**config.mk**
```make
export PLATFORM = sky130hd
export DESIGN_NAME = pwm_clkgen
export DESIGN_NICKNAME = d
export VERILOG_FILES = /design/src/rtl/pwm_clkgen_pkg.sv /design/src/rtl/pwm_prescaler.sv /design/src/rtl/pwm_lin_div.sv /design/src/rtl/pwm_clkgen.sv
export SDC_FILE = /design/constraint.sdc
export NUM_CORES = 1
export LEC_CHECK = 0
export BUFFER_PORTS_ARGS = -buffer_cell sky130_fd_sc_hd__buf_2
export CAP_MARGIN = 5
export CORE_MARGIN = 8
export CORE_UTILIZATION = 45
export CTS_CLUSTER_SIZE = 40
export DETAILED_ROUTE_END_ITERATION = 8
export GPL_TIMING_DRIVEN = 0
export PLACE_DENSITY = 0.65
export REMOVE_ABC_BUFFERS = 1
export SYNTH_ARGS = -nofsm -noshare
export SYNTH_HDL_FRONTEND = slang
export SYNTH_SLANG_ARGS = --single-unit
```
**constraint.sdc**
```tcl
create_clock -name clk -period 3.2 [get_ports clk]
set_input_delay 0.48 -clock clk [delete_from_list [all_inputs] [get_ports clk]]
set_output_delay 0.48 -clock clk [all_outputs]
set_load 0.03 [all_outputs]
```
**src/rtl/pwm_clkgen_pkg.sv**
```systemverilog
`timescale 1ns/1ps
package pwm_clkgen_pkg;
    // Default geometry shared by the generator and its sub-blocks
    localparam int unsigned TAPS_DEF  = 11; // divide by 2^0 .. 2^10
    localparam int unsigned SEL_W_DEF = 4;
    localparam int unsigned DIV_W_DEF = 8;

    // Divider register contents
    typedef struct packed {
        logic [DIV_W_DEF-1:0] cnt;
        logic [DIV_W_DEF-1:0] prev;
    } div_state_t;
endpackage

```
**src/rtl/pwm_prescaler.sv**
```systemverilog
`timescale 1ns/1ps
module pwm_prescaler #(
    parameter int unsigned NUM_TAPS = pwm_clkgen_pkg::TAPS_DEF
) (
    input  logic                clk,
    input  logic                rst_n,
    input  logic                en,
    output logic [NUM_TAPS-1:0] tick
);
    localparam int unsigned CNT_W = NUM_TAPS - 1;

    typedef struct packed {
        logic [CNT_W-1:0] cnt;
    } pre_state_t;

    pre_state_t st_d, st_q;

    always_comb begin
        st_d = st_q;
        if (!en) begin
            st_d.cnt = '0;
        end else begin
            st_d.cnt = st_q.cnt + 1'b1;
        end
    end

    always_ff @(posedge clk or negedge rst_n) begin
        if (!rst_n) begin
            st_q <= '0;
        end else begin
            st_q <= st_d;
        end
    end

    // Tap 0 is the undivided rate; tap k fires when the low k bits are all ones
    assign tick[0] = en;
    for (genvar k = 1; k < NUM_TAPS; k++) begin : g_tap
        assign tick[k] = en && (&st_q.cnt[k-1:0]);

        // a slower tap only fires together with the next faster one
        assert_tap_nested_R2: assert property (@(posedge clk) disable iff (!rst_n)
            tick[k] |-> tick[k-1]);
        // divided taps are single-cycle strobes
        assert_tap_single_R2: assert property (@(posedge clk) disable iff (!rst_n)
            tick[k] |=> !tick[k]);
    end

    // dropping the enable clears the prescale count at the next edge
    assert_idle_clears_R4: assert property (@(posedge clk) disable iff (!rst_n)
        !en |=> (st_q.cnt == '0));

    // undivided strobe tracks the enable
    always_comb begin
        assert_tick0_en_R3: assert (tick[0] == en);
    end
endmodule

```
**src/rtl/pwm_lin_div.sv**
```systemverilog
`timescale 1ns/1ps
module pwm_lin_div #(
    parameter int unsigned NUM_TAPS = pwm_clkgen_pkg::TAPS_DEF,
    parameter int unsigned SEL_W    = pwm_clkgen_pkg::SEL_W_DEF,
    parameter int unsigned DIV_W    = pwm_clkgen_pkg::DIV_W_DEF
) (
    input  logic                clk,
    input  logic                rst_n,
    input  logic                en,
    input  logic [NUM_TAPS-1:0] taps,
    input  logic [SEL_W-1:0]    sel,
    input  logic [DIV_W-1:0]    div,
    output logic                tick_out
);
    typedef struct packed {
        logic [DIV_W-1:0] cnt;
        logic [DIV_W-1:0] prev;
    } ld_state_t;

    ld_state_t  st_d, st_q;
    logic       src_tick;
    logic       reload;
    logic       div_off;
    logic       at_end;

    // Source decode: codes beyond the tap range select nothing
    always_comb begin
        src_tick = 1'b0;
        for (int i = 0; i < NUM_TAPS; i++) begin
            if (sel == SEL_W'(i)) begin
                src_tick = taps[i];
            end
        end
    end

    always_comb begin
        st_d      = st_q;
        reload    = (div != st_q.prev);
        div_off   = (div == '0);
        at_end    = (st_q.cnt == (div - DIV_W'(1)));
        st_d.prev = div;
        if (!en || reload || div_off) begin
            st_d.cnt = '0;
        end else if (src_tick) begin
            st_d.cnt = at_end ? '0 : st_q.cnt + 1'b1;
        end
        tick_out = en && src_tick && !reload && !div_off && at_end;
    end

    always_ff @(posedge clk or negedge rst_n) begin
        if (!rst_n) begin
            st_q <= '0;
        end else begin
            st_q <= st_d;
        end
    end

    // output only ever coincides with the selected strobe
    assert_out_on_src_R5: assert property (@(posedge clk) disable iff (!rst_n)
        tick_out |-> src_tick);
    // unmapped select codes keep the output low
    assert_bad_sel_R5: assert property (@(posedge clk) disable iff (!rst_n)
        (sel >= SEL_W'(NUM_TAPS)) |-> !tick_out);
    // zero divide value parks the divider
    assert_zero_div_R6: assert property (@(posedge clk) disable iff (!rst_n)
        (div == '0) |-> !tick_out);
    // no pulse in a cycle where the divide value just changed
    assert_change_quiet_R8: assert property (@(posedge clk) disable iff (!rst_n)
        (div != $past(div)) |-> !tick_out);
    // a change restarts the count
    assert_change_clears_R8: assert property (@(posedge clk) disable iff (!rst_n)
        (div != $past(div)) |=> (st_q.cnt == '0));
endmodule

```
**src/rtl/pwm_clkgen.sv**
```systemverilog
`timescale 1ns/1ps
module pwm_clkgen #(
    parameter int unsigned NUM_TAPS = pwm_clkgen_pkg::TAPS_DEF,
    parameter int unsigned SEL_W    = pwm_clkgen_pkg::SEL_W_DEF,
    parameter int unsigned DIV_W    = pwm_clkgen_pkg::DIV_W_DEF
) (
    input  logic                clk,
    input  logic                rst_n,
    input  logic                en,
    input  logic [SEL_W-1:0]    sel_a,
    input  logic [DIV_W-1:0]    div_a,
    input  logic [SEL_W-1:0]    sel_b,
    input  logic [DIV_W-1:0]    div_b,
    output logic [NUM_TAPS-1:0] tick,
    output logic                tick_a,
    output logic                tick_b
);
    localparam int unsigned NUM_DIV = 2;

    logic [NUM_DIV-1:0][SEL_W-1:0] sel_v;
    logic [NUM_DIV-1:0][DIV_W-1:0] div_v;
    logic [NUM_DIV-1:0]            out_v;

    assign sel_v[0] = sel_a;
    assign sel_v[1] = sel_b;
    assign div_v[0] = div_a;
    assign div_v[1] = div_b;
    assign tick_a   = out_v[0];
    assign tick_b   = out_v[1];

    pwm_prescaler #(
        .NUM_TAPS (NUM_TAPS)
    ) u_pre (
        .clk   (clk),
        .rst_n (rst_n),
        .en    (en),
        .tick  (tick)
    );

    for (genvar d = 0; d < NUM_DIV; d++) begin : g_div
        pwm_lin_div #(
            .NUM_TAPS (NUM_TAPS),
            .SEL_W    (SEL_W),
            .DIV_W    (DIV_W)
        ) u_div (
            .clk      (clk),
            .rst_n    (rst_n),
            .en       (en),
            .taps     (tick),
            .sel      (sel_v[d]),
            .div      (div_v[d]),
            .tick_out (out_v[d])
        );
    end

    // nothing divided fires while disabled
    assert_idle_quiet_R4: assert property (@(posedge clk) disable iff (!rst_n)
        !en |-> (tick[NUM_TAPS-1:1] == '0) && !tick_a && !tick_b);
endmodule

```
======== Word level (Yosys, flattened, before mapping) ========
Index checks and enable logic that the tools add are counted.
storage, ports and cells
  register bits ........................... 42
  input bits .............................. 27
  output and inout bits ................... 13
operators by class
  $add $sub $neg .......................... 5
  eq/ne operators ......................... 24
  multiplexer cells ....................... 29
  reductions and logical operators ........ 42
operators with widths
  kind                                                                number
  8-bit two-way mux                                                   6
  4-bit by 3-bit == test with 1-bit output, second input constant     8
  4-bit == test, second input constant                                6
  1-bit two-way mux                                                   22
  1-bit logical AND                                                   18
  8-bit by 1-bit adder with 8-bit output, second input constant       2
  4-bit by 2-bit == test with 1-bit output, second input constant     4
  8-bit == test                                                       2
  8-bit logical NOT                                                   2
  8-bit inequality test                                               2
  8-bit by 1-bit subtractor with 8-bit output, second input constant  2
  10-bit by 1-bit adder with 10-bit output, second input constant     1
  10-bit two-way mux                                                  1
  10-bit AND reduction                                                1
  9-bit AND reduction                                                 1
  4-bit by 1-bit == test with 1-bit output, second input constant     2
  4-bit logical NOT                                                   2
  8-bit AND reduction                                                 1
  7-bit AND reduction                                                 1
  6-bit AND reduction                                                 1
  1-bit logical NOT                                                   5
  5-bit AND reduction                                                 1
  1-bit logical OR                                                    4
  4-bit AND reduction                                                 1
  other kinds (3)                                                     4

======== Logic depth before layout (Yosys ltp) ========
  depth after elaboration ................. 16
  depth in mapped cells ................... 12
  depth with buffers taken out ............ 11

======== Cells and area by module ========
From an unflattened synthesis, not the netlist that was laid out.
second synthesis, totals
  cell total of the unflattened synthesis .. 298
  area total of the unflattened synthesis .. 2,902.8 um2
modules (own cells, without submodules)
  module         instances  cells each  area an instance (um2)  sequential area each (um2)
  pwm_lin_div    2          120         1,176.1                 400.4
  pwm_prescaler  1          58          550.5                   250.2

======== Worst setup path before layout ========
OpenSTA, ideal clock, no wires.
  kind .................................... register to output
  start point ............................. register u_pre.st_q[0] (netlist bit)
  end point ............................... output tick_a
  arrival time ............................ 2,663 ps
  required time ........................... 2,720 ps
  setup slack ............................. 57 ps
  cell stages (with the launch flop) ...... 8
  buffers on the path ..................... 1
  cell sequence ........................... dfrtp_1 ha_1 nand4_1 nor3_1 nand4_1 a32o_1 clkbuf_1 nor2_1
on the way
  elaborated cells on any way between the ends .. 33
  those cells by class .................... mux (10); reduce/logical (23)
RTL lines
  what                             line                 source
  start: declaration               pwm_prescaler.sv:16  pre_state_t st_d, st_q;
  start signal: assignment         pwm_prescaler.sv:31  st_q <= st_d;
  8-bit AND reduction              pwm_prescaler.sv:38  assign tick[k] = en && (&st_q.cnt[k-1:0]);
  1-bit logical AND                pwm_prescaler.sv:38
  via tick[8]                      pwm_clkgen.sv:14     output logic [NUM_TAPS-1:0] tick,
  1-bit two-way mux (3 in series)  pwm_lin_div.sv:30    if (sel == SEL_W'(i)) begin
  1-bit logical AND (4 in series)  pwm_lin_div.sv:47    tick_out = en && src_tick && !reload && !div_off && at_end;
  end: declaration                 pwm_clkgen.sv:15     output logic tick_a,
The timed path passes the listed nets, and every way through them passes these cells.

======== Worst setup path in the final report ========
  start point ............................. register u_pre.st_q[0] (netlist bit)
  end point ............................... output tick_b
on the way
  longest elaborated chain between the ends .. 15
  elaborated cells on any way between the ends .. 33
  those cells by class .................... mux (10); reduce/logical (23)
ends and longest elaborated chain
  what                                                      line                                    source
  1-bit logical AND or 2-bit AND reduction (tied branches)  pwm_prescaler.sv:38
  1-bit two-way mux or 1-bit logical AND (tied branches)    pwm_lin_div.sv:30, pwm_prescaler.sv:38
  1-bit two-way mux (8 in series)                           pwm_lin_div.sv:30
  1-bit two-way mux *                                       pwm_lin_div.sv:30
  1-bit logical AND * (4 in series)                         pwm_lin_div.sv:47
  end: declaration                                          pwm_clkgen.sv:16                        output logic tick_b
Mark *: on every way between the ends. The rest lies on a longest branch, timed or not.

==> impl_metrics.prom <==
# TYPE chip_impl_metric gauge
chip_impl_info{name="outcome",value="completed"} 1
chip_impl_info{name="critical_path_capture_point_type",value="output pin"} 1
chip_impl_metric{name="crit_required",unit="ns"} 2.72
chip_impl_metric{name="postSynthAreaPerCell",unit="sq um"} 8.915
chip_impl_metric{name="placeableCoreArea",unit="sq um"} 6241
chip_impl_metric{name="power_leakage",unit="nW"} 1.408
chip_impl_metric{name="share_seq_of_total_power",unit=""} 0.486
chip_impl_metric{name="final_min_period_over_clock_period",unit=""} 0.9467
chip_impl_metric{name="worst_clock_skew",unit="ns"} 0.005374
chip_impl_metric{name="worst-path-max-fanout",unit=""} 6
chip_impl_metric{name="vias",unit=""} 2437
chip_impl_info{name="yosys.area.top_type",value="sky130_fd_sc_hd__dfrtp_1"} 1
chip_impl_metric{name="antenna_cells_inserted",unit=""} 0
chip_impl_metric{name="rr_worst_depth",unit=""} 12
chip_impl_metric{name="final.fill_count",unit=""} 576
chip_impl_metric{name="overflow",unit=""} 0
chip_impl_metric{name="netlist.area_leader.share",unit=""} 0.3684
chip_impl_metric{name="route.detailed.drc",unit=""} 0
chip_impl_info{name="synthMostInstantiatedCell",value="sky130_fd_sc_hd__dfrtp_1"} 1
chip_impl_metric{name="worst_vdd_drop",unit="uV"} 177.0
chip_impl_metric{name="syn-instance-count",unit=""} 320
chip_impl_metric{name="ys_warnings",unit=""} 0
chip_impl_metric{name="power.share.combinational",unit=""} 0.141
chip_impl_info{name="grt_setup_unrepaired",value="no"} 1
chip_impl_metric{name="synth_enable_flop_cells",unit=""} 0
chip_impl_metric{name="totalWireLength",unit="um"} 6328
chip_impl_metric{name="clkSlewWorstSetupHoldPaths",unit="ns"} 0.08
chip_impl_metric{name="worst_setup_slack_after_layout",unit="ns"} 0.1705
chip_impl_metric{name="final_util",unit=""} 0.5257
chip_impl_metric{name="die_x",unit="um"} 95.62
chip_impl_metric{name="finalSetupViolCount",unit=""} 0
chip_impl_metric{name="instances_no_fill",unit=""} 437
chip_impl_metric{name="syn_area",unit="sq um"} 2853
chip_impl_metric{name="design.portCount",unit=""} 40
chip_impl_metric{name="cp.arrival",unit="ns"} 2.55
chip_impl_metric{name="floorplan.rows",unit=""} 29
chip_impl_metric{name="max_cap_viol_count",unit=""} 0
chip_impl_metric{name="synth_cell_type_count",unit=""} 55
chip_impl_metric{name="post-dp-hpwl",unit="um"} 4587
chip_impl_metric{name="timing.fmax",unit="MHz"} 330.1
chip_impl_metric{name="cts.path.max_buffers",unit=""} 2
chip_impl_metric{name="ys_async_sr_fraction",unit=""} 1.000
chip_impl_metric{name="dp.cells",unit=""} 426
chip_impl_metric{name="avgRoutedWirePerCell",unit="um"} 14.48
chip_impl_metric{name="switchingPower",unit="W"} 0.0002780
chip_impl_metric{name="report.final.hold_viol_count",unit=""} 0
chip_impl_metric{name="grt_first_pass_wirelength",unit="um"} 10950
chip_impl_metric{name="dieHeight",unit="um"} 95.62
chip_impl_metric{name="max-slew-margin-rel",unit=""} 0.3624
chip_impl_info{name="cts_tree",value="built"} 1
chip_impl_metric{name="grt_pass1_vias",unit=""} 2427
chip_impl_metric{name="pin_count_of_the_biggest_net_entering_global_routing",unit=""} 43
chip_impl_metric{name="first_pass_iters",unit=""} 4
chip_impl_metric{name="detailedRoute.firstIterationViolations",unit=""} 123
chip_impl_metric{name="period_minus_slack",unit="ns"} 3.029
chip_impl_info{name="worstHoldPathType",value="input pin to async pin"} 1
chip_impl_info{name="cts-root-buf",value="sky130_fd_sc_hd__clkbuf_8"} 1
chip_impl_metric{name="tritoncts.num_buffers",unit=""} 5
chip_impl_metric{name="antenna_found_initial",unit=""} 0
chip_impl_metric{name="pwr_density_cell",unit="nW/um^2"} 346.9
chip_impl_metric{name="clock_power_share",unit=""} 0.373
chip_impl_metric{name="cts-hold-fix-buffers",unit=""} 0
chip_impl_metric{name="routabilityCongestion",unit=""} 0.8125
chip_impl_metric{name="die-area",unit="sq um"} 9143
chip_impl_metric{name="port-buffer-count",unit=""} 39
chip_impl_info{name="yosys-top-cells-count",value="sky130_fd_sc_hd__dfrtp_1 (42), sky130_fd_sc_hd__nor2_1 (25), sky130_fd_sc_hd__xnor2_1 (25), sky130_fd_sc_hd__inv_1 (20), sky130_fd_sc_hd__a21oi_1 (17)"} 1
chip_impl_metric{name="power",unit="W"} 0.001138
chip_impl_metric{name="ctsHtreeMaxLevel",unit=""} 2
chip_impl_info{name="ys.flop_type",value="sky130_fd_sc_hd__dfrtp_1"} 1
chip_impl_metric{name="vias_per_cell",unit=""} 5.577
chip_impl_info{name="path_class",value="register to output pin"} 1
chip_impl_info{name="worst_setup_start_kind",value="register"} 1
chip_impl_metric{name="preCtsSetupSlack",unit="ns"} -0.3850
chip_impl_metric{name="ant_nets",unit=""} 0
chip_impl_metric{name="postSynthRegisterBits",unit=""} 42
chip_impl_metric{name="p_sw_frac",unit=""} 0.2443
chip_impl_metric{name="tightest_slew",unit="ns"} 0.9564
chip_impl_metric{name="tritoncts_num_sinks",unit=""} 42
chip_impl_metric{name="start_util",unit=""} 0.4571
chip_impl_info{name="synthTopCellsByArea",value="sky130_fd_sc_hd__dfrtp_1 (37%), sky130_fd_sc_hd__xnor2_1 (7.7%), sky130_fd_sc_hd__ha_1 (3.5%)"} 1
chip_impl_metric{name="gr-usage-all-layers",unit=""} 0.1463
chip_impl_metric{name="synth-seq-area-share",unit=""} 0.3684
chip_impl_metric{name="maxSlewViolCount",unit=""} 0
chip_impl_metric{name="final_nets",unit=""} 395
chip_impl_metric{name="insertion_delay_to_the_later_sink_of_the_worst_skew_pair",unit="ns"} 0.29
chip_impl_metric{name="internal_power",unit="W"} 0.0008599
chip_impl_metric{name="area_overhead_of_the_layout_relative_to_synthesis",unit="%"} 15.00
chip_impl_metric{name="layout-drive-gt1-share",unit=""} 0.1917
-- routing by layer --
| layer | wire length [um] | vias to the layer above | share of wire | global-route usage |
|---|---|---|---|---|
| met3 | 298 | 8 | 0.047 | 0.02520 |
| met1 | 2964 | 1179 | 0.47 | 0.1877 |
| met2 | 2979 | 40 | 0.47 | 0.2457 |
| met5 | 0 | - | 0 | 0 |
| met4 | 86 | 0 | 0.014 | 0.04225 |
| li1 | - | 1210 | - | - |
-- flip-flops by register name, summed over array words and instances, names as in the netlist --
register and cells:
u_pre.st_q 10, g_div.u_div.st_q 32
-- cells in the final DEF (no fill, tap or decap), drive strengths merged, types with 3 or more instances in the layout --
cell type	n
nor2	25
and3	10
clkbuf	6
a21oi	18
nand3	13
a211oi	4
o21ai	15
ha	8
dfrtp	42
nand4	10
nor3	8
or3	3
nand2b	8
and2	12
nor4	3
xor2	9
nand2	16
xnor2	25
inv	20
buf	43
nor2b	12
nand3b	13
-- critical path, stage by stage (launching register included) --
cell and delay, ns:
sky130_fd_sc_hd__dfrtp_2 0.43, sky130_fd_sc_hd__ha_4 0.19, sky130_fd_sc_hd__nand3_2 0.12, sky130_fd_sc_hd__nor3_1 0.20, sky130_fd_sc_hd__ha_1 0.20, sky130_fd_sc_hd__nand3b_1 0.07
sky130_fd_sc_hd__a211oi_1 0.24, sky130_fd_sc_hd__o21ai_1 0.15, sky130_fd_sc_hd__a32oi_4 0.27, sky130_fd_sc_hd__and3_1 0.19, sky130_fd_sc_hd__buf_2 0.19
-- power by group through the flow --
stage | sequential [W] | combinational (W) | clock [W]
final | 0.000553 | 0.000160 | 0.000425
after detailed placement | 0.000563 | 0.000151 | 0
after global routing | 0.000555 | 0.000180 | 0.000465
after CTS | 0.000553 | 0.000156 | 0.000438
after floorplan | 0.000561 | 0.0000820 | 0
after global placement | 0.000562 | 0.000149 | 0
-- path summary, 6_finish.rpt --
kind	startpoint	end	slack, ns
hold / removal	rst_n	g_div[1].u_div.st_q[6]	0.34
hold reg to reg	u_pre.st_q[0]	u_pre.st_q[0]	0.53
setup reg to reg	u_pre.st_q[0]	g_div[1].u_div.st_q[11]	0.39
max in group asynchronous	rst_n	u_pre.st_q[0]	2.20
min in group clk	div_b[7]	g_div[1].u_div.st_q[7]	0.36
setup / recovery	u_pre.st_q[0]	tick_b	0.17
-- metrics by stage --
| stage | TNS [ns] | hold slack, ns | cell area, sq um |
|---|---|---|---|
| 3_5_place_dp | -2.647 | 0.5619 | 3087 |
| 6_report | 0 | 0.3399 | 3281 |
| 4_1_cts | 0 | 0.3459 | 3241 |
| 3_3_place_gp | -2.440 | 0.5624 | 3087 |
| 5_1_grt | 0 | 0.3491 | 3281 |
| 2_1_floorplan | 0 | 0.1844 | 2795 |
-- what timing repair did --
action | 4_1_cts | 5_1_grt
setup endpoints to repair | 9 | 9
pin swaps | 1 | 2
setup buffers | 1 | 3
gates resized for setup | 6 | 5
-- cell type report --
type	instances	area, sq um	share of cell area
Multi-Input combinational cell	248	1719	0.5240
Sequential cell	42	1052	0.3207
Timing Repair Buffer	43	225.2	0.06865
Tap cell	77	96.34	0.02937
Clock buffer	6	82.58	0.02517
Inverter	20	75.07	0.02288
Clock inverter	1	30.03	0.009153
-- kinds of logic after synthesis --
logic type | share of synthesized area
AND/OR/NAND/NOR | 0.2851
flip-flops | 0.3684
buffers and inverters | 0.04649
adder cells (fa/ha/maj) | 0.03509
XOR/XNOR | 0.1044
AO/OA/AOI/OAI | 0.1535
multiplexers | 0.007018
Note: power is estimated with default switching activity, not from simulation.
